## src/rtl/msg_credit_pkg.sv

```systemverilog
package msg_credit_pkg;
   typedef enum logic [1:0] {
      LINK_DOWN = 2'd0,
      LINK_WAIT = 2'd1,
      LINK_UP   = 2'd2
   } link_state_e;

   typedef enum logic [1:0] {
      DMA_OFF   = 2'd0,
      DMA_ASKED = 2'd1,
      DMA_ON    = 2'd2
   } dma_state_e;
endpackage

```

## src/rtl/mcs_link_ctrl.sv

```systemverilog
module mcs_link_ctrl
   import msg_credit_pkg::*;
#(
   parameter int ID_W = 8
) (
   input  logic            clk,
   input  logic            rst_n,
   input  logic            conn_req,
   input  logic [ID_W-1:0] req_host_id,
   input  logic [ID_W-1:0] req_fw_id,
   input  logic            rsp_valid,
   input  logic            rsp_ok,
   input  logic            drop,
   output logic            link_up,
   output logic [ID_W-1:0] host_id,
   output logic [ID_W-1:0] fw_id
);
   link_state_e state_q, state_d;
   logic [ID_W-1:0] hid_q, fid_q;
   logic            take_ids;

   always_comb begin
      state_d  = state_q;
      take_ids = 1'b0;
      if (drop) begin
         state_d = LINK_DOWN;
      end else begin
         unique case (state_q)
            LINK_DOWN: if (conn_req) begin
               state_d  = LINK_WAIT;
               take_ids = 1'b1;
            end
            LINK_WAIT: if (rsp_valid) state_d = rsp_ok ? LINK_UP : LINK_DOWN;
            LINK_UP:   state_d = LINK_UP;
            default:   state_d = LINK_DOWN;
         endcase
      end
   end

   always_ff @(posedge clk or negedge rst_n) begin
      if (!rst_n) begin
         state_q <= LINK_DOWN;
         hid_q   <= '0;
         fid_q   <= '0;
      end else begin
         state_q <= state_d;
         if (take_ids) begin
            hid_q <= req_host_id;
            fid_q <= req_fw_id;
         end
      end
   end

   assign link_up = (state_q == LINK_UP);
   assign host_id = link_up ? hid_q : '0;
   assign fw_id   = link_up ? fid_q : '0;

   // the link only opens on a positive response
   a_r1_open_needs_ok: assert property (@(posedge clk) disable iff (!rst_n)
      $rose(link_up) |-> $past(rsp_valid && rsp_ok));

   // identifiers stay frozen while open
   a_r2_ids_stable: assert property (@(posedge clk) disable iff (!rst_n)
      (link_up && $past(link_up)) |-> ($stable(host_id) && $stable(fw_id)));
endmodule

```

## src/rtl/mcs_credit_gate.sv

```systemverilog
module mcs_credit_gate (
   input  logic clk,
   input  logic rst_n,
   input  logic link_up,
   input  logic drop,
   input  logic credit_in,
   input  logic msg_valid,
   output logic msg_accept,
   output logic credit_held,
   output logic proto_err
);
   logic held_q, held_d, err_q, err_d, live;

   assign live       = link_up && !drop;
   assign msg_accept = msg_valid && live && held_q;

   always_comb begin
      held_d = held_q;
      if (!live)          held_d = 1'b0;
      else if (credit_in) held_d = 1'b1;
      else if (msg_accept) held_d = 1'b0;
      err_d = live && credit_in && held_q && !msg_accept;
   end

   always_ff @(posedge clk or negedge rst_n) begin
      if (!rst_n) begin
         held_q <= 1'b0;
         err_q  <= 1'b0;
      end else begin
         held_q <= held_d;
         err_q  <= err_d;
      end
   end

   assign credit_held = held_q;
   assign proto_err   = err_q;

   // spending without refill leaves no credit
   a_r4_credit_spent: assert property (@(posedge clk) disable iff (!rst_n)
      (msg_accept && !credit_in) |=> !credit_held);

   // an error pulse follows a surplus credit only
   a_r9_err_cause: assert property (@(posedge clk) disable iff (!rst_n)
      proto_err |-> $past(credit_in && credit_held && !msg_accept));

   // a closed link never holds a credit
   a_r10_no_credit_closed: assert property (@(posedge clk) disable iff (!rst_n)
      !link_up |-> !credit_held);
endmodule

```

## src/rtl/mcs_dma_negot.sv

```systemverilog
module mcs_dma_negot
   import msg_credit_pkg::*;
(
   input  logic clk,
   input  logic rst_n,
   input  logic link_up,
   input  logic drop,
   input  logic dma_notify,
   input  logic dma_ack,
   output logic dma_ready
);
   dma_state_e st_q, st_d;

   always_comb begin
      st_d = st_q;
      if (!link_up || drop) begin
         st_d = DMA_OFF;
      end else begin
         unique case (st_q)
            DMA_OFF:   if (dma_notify) st_d = DMA_ASKED;
            DMA_ASKED: if (dma_ack)    st_d = DMA_ON;
            DMA_ON:    st_d = DMA_ON;
            default:   st_d = DMA_OFF;
         endcase
      end
   end

   always_ff @(posedge clk or negedge rst_n) begin
      if (!rst_n) st_q <= DMA_OFF;
      else        st_q <= st_d;
   end

   assign dma_ready = (st_q == DMA_ON);

   // DMA needs an open link and an acknowledge
   a_r8_ready_needs_link: assert property (@(posedge clk) disable iff (!rst_n)
      dma_ready |-> link_up);
   a_r8_ready_after_ack: assert property (@(posedge clk) disable iff (!rst_n)
      $rose(dma_ready) |-> $past(dma_ack));
endmodule

```

## src/rtl/mcs_path_sel.sv

```systemverilog
module mcs_path_sel #(
   parameter int LEN_W         = 16,
   parameter int FRAG_BYTES    = 128,
   parameter int DMA_MIN_FRAGS = 3,
   parameter bit DMA_ENABLE    = 1'b1
) (
   input  logic             msg_accept,
   input  logic [LEN_W-1:0] msg_len,
   input  logic             dma_ready,
   output logic             path_dma
);
   localparam int               THRESH_I = FRAG_BYTES * DMA_MIN_FRAGS;
   localparam logic [LEN_W-1:0] THRESH   = LEN_W'(THRESH_I);

   generate
      if (DMA_ENABLE) begin : g_dma
         assign path_dma = msg_accept && dma_ready && (msg_len > THRESH);
      end else begin : g_mbox_only
         logic unused_in;
         assign unused_in = msg_accept ^ dma_ready ^ (^msg_len);
         assign path_dma  = 1'b0;
      end
   endgenerate
endmodule

```

## src/rtl/msg_credit_sender.sv

```systemverilog
module msg_credit_sender #(
   parameter int ID_W          = 8,
   parameter int LEN_W         = 16,
   parameter int FRAG_BYTES    = 128,
   parameter int DMA_MIN_FRAGS = 3,
   parameter bit DMA_ENABLE    = 1'b1
) (
   input  logic             clk,
   input  logic             rst_n,
   input  logic             conn_req,
   input  logic [ID_W-1:0]  req_host_id,
   input  logic [ID_W-1:0]  req_fw_id,
   input  logic             rsp_valid,
   input  logic             rsp_ok,
   input  logic             disconnect,
   input  logic             far_reset,
   input  logic             credit_in,
   input  logic             dma_notify,
   input  logic             dma_ack,
   input  logic             msg_valid,
   input  logic [LEN_W-1:0] msg_len,
   output logic             msg_accept,
   output logic             path_dma,
   output logic             link_up,
   output logic [ID_W-1:0]  host_id,
   output logic [ID_W-1:0]  fw_id,
   output logic             credit_held,
   output logic             dma_ready,
   output logic             proto_err
);
   generate
      if (ID_W < 1 || ID_W > 32) begin : g_bad_id
         $error("ID_W out of range");
      end
      if (FRAG_BYTES < 1 || DMA_MIN_FRAGS < 1) begin : g_bad_frag
         $error("fragment settings must be positive");
      end
      if (FRAG_BYTES * DMA_MIN_FRAGS >= (64'd1 << LEN_W)) begin : g_bad_len
         $error("DMA threshold does not fit in LEN_W");
      end
   endgenerate

   logic drop;
   assign drop = disconnect || far_reset;

   mcs_link_ctrl #(.ID_W(ID_W)) i_link (
      .clk(clk), .rst_n(rst_n), .conn_req(conn_req),
      .req_host_id(req_host_id), .req_fw_id(req_fw_id),
      .rsp_valid(rsp_valid), .rsp_ok(rsp_ok), .drop(drop),
      .link_up(link_up), .host_id(host_id), .fw_id(fw_id)
   );

   mcs_credit_gate i_credit (
      .clk(clk), .rst_n(rst_n), .link_up(link_up), .drop(drop),
      .credit_in(credit_in), .msg_valid(msg_valid),
      .msg_accept(msg_accept), .credit_held(credit_held), .proto_err(proto_err)
   );

   mcs_dma_negot i_dma (
      .clk(clk), .rst_n(rst_n), .link_up(link_up), .drop(drop),
      .dma_notify(dma_notify), .dma_ack(dma_ack), .dma_ready(dma_ready)
   );

   mcs_path_sel #(
      .LEN_W(LEN_W), .FRAG_BYTES(FRAG_BYTES),
      .DMA_MIN_FRAGS(DMA_MIN_FRAGS), .DMA_ENABLE(DMA_ENABLE)
   ) i_path (
      .msg_accept(msg_accept), .msg_len(msg_len),
      .dma_ready(dma_ready), .path_dma(path_dma)
   );

   // nothing is sent on a closed link
   a_r3_send_needs_link: assert property (@(posedge clk) disable iff (!rst_n)
      msg_accept |-> link_up);

   // a drop closes the link next cycle
   a_r5_drop_closes: assert property (@(posedge clk) disable iff (!rst_n)
      drop |=> (!link_up && !credit_held && !dma_ready));

   // DMA steering only for accepted messages with DMA ready
   a_r7_dma_needs_ready: assert property (@(posedge clk) disable iff (!rst_n)
      path_dma |-> (msg_accept && dma_ready));
endmodule

```

## config.mk

```make
export PLATFORM = sky130hd
export DESIGN_NAME = msg_credit_sender
export DESIGN_NICKNAME = d
export VERILOG_FILES = /design/src/rtl/msg_credit_pkg.sv /design/src/rtl/mcs_link_ctrl.sv /design/src/rtl/mcs_credit_gate.sv /design/src/rtl/mcs_dma_negot.sv /design/src/rtl/mcs_path_sel.sv /design/src/rtl/msg_credit_sender.sv
export SDC_FILE = /design/constraint.sdc
export NUM_CORES = 1
export LEC_CHECK = 0
export ABC_AREA = 1
export BUFFER_PORTS_ARGS = -buffer_cell sky130_fd_sc_hd__buf_2
export CORE_MARGIN = 2
export CORE_UTILIZATION = 45
export DETAILED_ROUTE_END_ITERATION = 8
export GPL_TIMING_DRIVEN = 0
export PLACE_DENSITY = 0.78
export SLEW_MARGIN = 25
export SYNTH_ARGS = -nofsm -noshare
export SYNTH_HDL_FRONTEND = slang
export SYNTH_SLANG_ARGS = --single-unit
export TNS_END_PERCENT = 5
```

## constraint.sdc

```tcl
create_clock -name clk -period 1.5 [get_ports clk]
set_clock_uncertainty 0.05 [all_clocks]
set_input_delay 0 -clock clk [delete_from_list [all_inputs] [get_ports clk]]
set_output_delay 0 -clock clk [all_outputs]
set_load 0.005 [all_outputs]
```

# Word level (Yosys, flattened, before mapping)
# Cells that the tools add are included.
dict set report word_totals {
  regBits 22
  output_inout_bits 22
  wordCells 50
}
dict set report classes {
  n_lt_le_gt_ge 1
  eq_ne 9
  n_mux 17
  n_reduce_logical 17
}
# cell n
set op_table {}
lappend op_table {{$gt 16x9->1 const B} 1}
lappend op_table {{$mux 8} 2}
lappend op_table {{$ne 3x2->1 const B} 5}
lappend op_table {{$mux 2} 7}
lappend op_table {{$pmux 2 s3} 2}
lappend op_table {{$logic_and 1x1->1} 8}
lappend op_table {{$mux 1} 6}
lappend op_table {{$eq 2x1->1 const B} 2}
lappend op_table {{$eq 2x2->1 const B} 2}
lappend op_table {{$logic_not 2->1} 2}
lappend op_table {{$reduce_and 2->1} 2}
lappend op_table {{$logic_not 1->1} 3}
lappend op_table {{$logic_or 1x1->1} 2}

# Depth between registers and ports, before layout
dict set report logic_depth {
  depth_word 8
  mapped_depth 6
  mapped_depth_nobuf 6
}

# Cells and area by module
# A second synthesis with hierarchy kept.
dict set report hier_totals {
  hier_cells 186
  hier_area_um2 1306.3
}
# module instances cells_per_inst area_per_inst_um2
set modules_own_cells {}
lappend modules_own_cells {mcs_link_ctrl 1 127 939.7}
lappend modules_own_cells {mcs_dma_negot 1 25 186.4}
lappend modules_own_cells {mcs_credit_gate 1 13 98.8}
lappend modules_own_cells {mcs_path_sel 1 18 70.1}
lappend modules_own_cells {msg_credit_sender 1 3 11.3}

# Worst setup path before layout
# No wires, ideal clock.
dict set report synth_timing {
  kind {register -> register}
  start {register i_link.state_q[0]}
  end {register i_link.fid_q[3]}
  setup_time_ns 0.120
  arrival_ns 0.988
  required_time_ns 1.330
  setup_slack_ns 0.342
  stages_incl_launch_ff 6
  synth_period_minus_slack_ns 1.158
  cell_sequence {dfrtp_1 -> nor2_2 -> nand3_4 -> buf_6 -> nor2_1 -> a21oi_2}
}
dict set report synth_via {
  elab_chain_len 3
}
# element line_no
set synth_rtl {}
lappend synth_rtl {{from (decl)} mcs_link_ctrl.sv:18} ;# link_state_e state_q, state_d;
lappend synth_rtl {{from (signal assigned)} mcs_link_ctrl.sv:46} ;# state_q <= state_d;
lappend synth_rtl {{$logic_not 2->1} mcs_link_ctrl.sv:28} ;# unique case (state_q)
lappend synth_rtl {{$mux 1} mcs_link_ctrl.sv:28}
lappend synth_rtl {{$mux 1} mcs_link_ctrl.sv:25} ;# if (drop) begin
lappend synth_rtl {{to (signal assigned)} mcs_link_ctrl.sv:49} ;# fid_q <= req_fw_id;
lappend synth_rtl {{to (decl)} mcs_link_ctrl.sv:19} ;# logic [ID_W-1:0] hid_q, fid_q;
# No other way between the ends.
# A chain may end at the register's enable or synchronous reset.

# Worst setup path after layout
dict set report layout_timing {
  start {register i_link.state_q[0]}
  end {output fw_id[2]}
}
dict set report layout_via {
  elab_chain_len 2
}
# element line_no
set layout_rtl {}
lappend layout_rtl {{$eq 2x2->1} mcs_link_ctrl.sv:54} ;# assign link_up = (state_q == LINK_UP);
lappend layout_rtl {{$mux 8} mcs_link_ctrl.sv:56} ;# assign fw_id = link_up ? fid_q : '0;
lappend layout_rtl {{to (decl)} msg_credit_sender.sv:26} ;# output logic [ID_W-1:0] fw_id,
# No other way between the ends.

==> flow_summary.toml <==
[placed_design]
dp_hpwl_um = 2080
gp_congestion = 0.728
dp.cells = 245
port_buffers = 64

[route]
drtIter0Drc = 50
firstDrtPassIters = 4
top_layer = "met4"
vias = 1228
wl_met1_um = 1310
avgViaCountPerCell = 4.47
antenna_left = 0
met3_length_um = 107
route.met2.wl_um = 1720
drc = 0
wl_per_cell_um = 11.6
drt-total-wl_um = 3180

[timing]
fin_crit_ns = 1.42
tns_ns = 0
rsz0062_at_grt = "yes"
fin_crit_sh = 0.944
setup_viol_count_final = 0
slew_headroom = 0.669
hold_viol = 0
worstMarginPinSlew_ns = 0.497
drv_slew = 0
fmax_mhz = 706

[worst_setup_path]
rr_startpoint = "i_link.state_q[1]$_DFFE_PN0P_"
r2r_slack_ns = 0.09
critPathArrivalTime_ns = 1.37
critPathKind = "flip-flop to primary output"
crit_chain = "inv_1 > nand2_2 > buf_6 > nor2_1 > buf_2"
end_kind = "primary output"
crit_required_ns = 1.45
crit_path_max_fanout = 10
cp_top_family = "flip-flops"
cp_slowest_cell = "dfrtp_2"
slowest_delay_ns = 0.47
cp-start-kind = "flip-flop"
critPathBufInv = 3
crit_start = "i_link.state_q[0]$_DFFE_PN0P_"

[power_and_ir_drop]
leakagePower_nw = 1.08
power_density_mw_per_mm2 = 696
peakVddDrop_mv = 0.660

[die]
die_h_um = 57.0
chipWidth_um = 57.0
fp.coreArea_mm2 = 0.00271
ioPinCount = 65
dieArea_mm2 = 0.00325
std_cell_rows = 19
start_util = 0.466

[hold_path]
hold_start = "conn_req"
hold_class = "input pin to flip-flop"

[yosys]
synth_nets = 196
seq_area_frac_synth = 0.436
syn_area_per_cell_um2 = 8.42
yosysWarningCount = 0
synth_top_area_frac = 0.436
synth_area_leader_cell = "dfrtp_1"
synth_area_leaders = "dfrtp_1 (44%), a21oi_2 (12%), nor2_1 (11%), inv_1 (8.6%), nand2_1 (5.0%)"
syn-instance-count = 150
synth_seq_cells = 22
syn_area_mm2 = 0.00126
ys_types = 22

[outcome]
outcome = "finished, final reports clean"

[clock_tree]
clockBufferDepth = 2
clock_latency_ns = 0.30
cts_buffers = 3
cts_tree = "built"
cts_sinks = 22
clk_pin_slew_ns = 0.12
htreeDepth = 1
cts-root-buf = "clkbuf_4"

[cells_and_area]
final_nets = 291
final_common_cell = "buf_2"
diodes = 0
final_layout_size_suffix_gt1_frac = 0.434
area_growth_syn_to_layout_pct = 52.1
num-fill-cells = 231
final-instance-count-excl-fill = 275
final_core_util = 0.709
final_cell_mix = "buf_2 (64), nor2_1 (36), inv_1 (29)"

[global_routing]
grt_pass1_wl_um = 5560
grt_max_degree = 23
grtUsageTotal = 0.217
grt_pass1_vias = 1305
gr-total-overflow = 0
grt_antenna_before_repair = 0

[run]
drv_cap = 0
## cell families after synthesis
kind of cell             count (synthesis)  synth area share
AO/OA/AOI/OAI                           24             0.154
AND/OR/NAND/NOR                         67             0.257
flip-flops                              22             0.436
adder cells (fa/ha/maj)                  3            0.0297
buffers and inverters                   34             0.123
## path summary, 6_finish.rpt
path | end | cells past startpoint
max | fw_id[2] | 5
min | i_link.state_q[1]$_DFFE_PN0P_ | 3
max reg2reg | i_link.state_q[0]$_DFFE_PN0P_ | 4
min reg2reg | i_link.hid_q[5]$_DFFE_PN0P_ | 2
max in group asynchronous | i_link.state_q[0]$_DFFE_PN0P_ | 2
min in group asynchronous | i_link.fid_q[6]$_DFFE_PN0P_ | 2
## sequential cells by signal, summed over array words and instances (netlist names)
name,cells
i_credit.credit_held,1
i_link.state_q,2
i_dma.st_q,2
i_link.fid_q,8
i_link.hid_q,8
i_credit.proto_err,1
## synth_stat cells
cell type	n
nor2_1	36
inv_1	29
dfrtp_1	22
a21oi_2	17
nand2_1	17
nor2_2	5
ha_1	3
a21oi_1	2
buf_6	2
nand4_1	2
nor2_4	2
o21ai_0	2
o21ai_1	2
a21oi_4	1
buf_2	1
buf_8	1
inv_2	1
nand2_2	1
nand2_4	1
nand3_4	1
nor2_8	1
nor3_1	1
## tightest hold or removal path: stages
cell	delay (ns)
buf_2	0.12
o21ai_0	0.10
a21oi_1	0.11
## cell type report
class,instances,area [µm²],share of cell area
inverter,30,113,0.0586
sequential,22,552,0.287
clock buffer,4,36.3,0.0189
buffer,4,48.8,0.0254
tap,31,38.8,0.0202
timing repair buffer,90,576,0.299
multi-input combinational,94,558,0.290
## stage by stage
step	setup WS, ns	area (µm²)	hold WS (ns)	power (W)
after floorplan	0.342	1260	-0.346	0.000873
after global placement	0.250	1620	-0.0650	0.000971
after detailed placement	0.234	1620	-0.0602	0.000980
after CTS	0.0149	1890	0.0139	0.00134
after global routing	-0.0313	1920	0.00829	0.00141
final	0.0845	1920	0.0159	0.00134
## per-layer routing
metal / vias to the layer above / global-route usage
li1: 638 / -
met1: 560 / 0.256
met2: 26 / 0.409
met3: 4 / 0.0363
met4: 0 / 0.0532
met5: - / 0
## report_power, final
group          internal, W  total (W)  switching (W)
clock             0.000148   0.000324       0.000176
sequential        0.000673   0.000697      0.0000242
combinational     0.000157   0.000317       0.000160
total             0.000978    0.00134       0.000360
## what timing repair did
| action | in CTS | in global routing |
|---|---|---|
| hold buffers | 23 | 0 |
| endpoints found under the hold margin | 42 | 0 |
| gates resized for setup | 1 | 4 |
| setup buffers | 0 | 3 |
| setup endpoints to repair | 10 | 12 |
No activity file was read; power rests on OpenSTA's default activity.
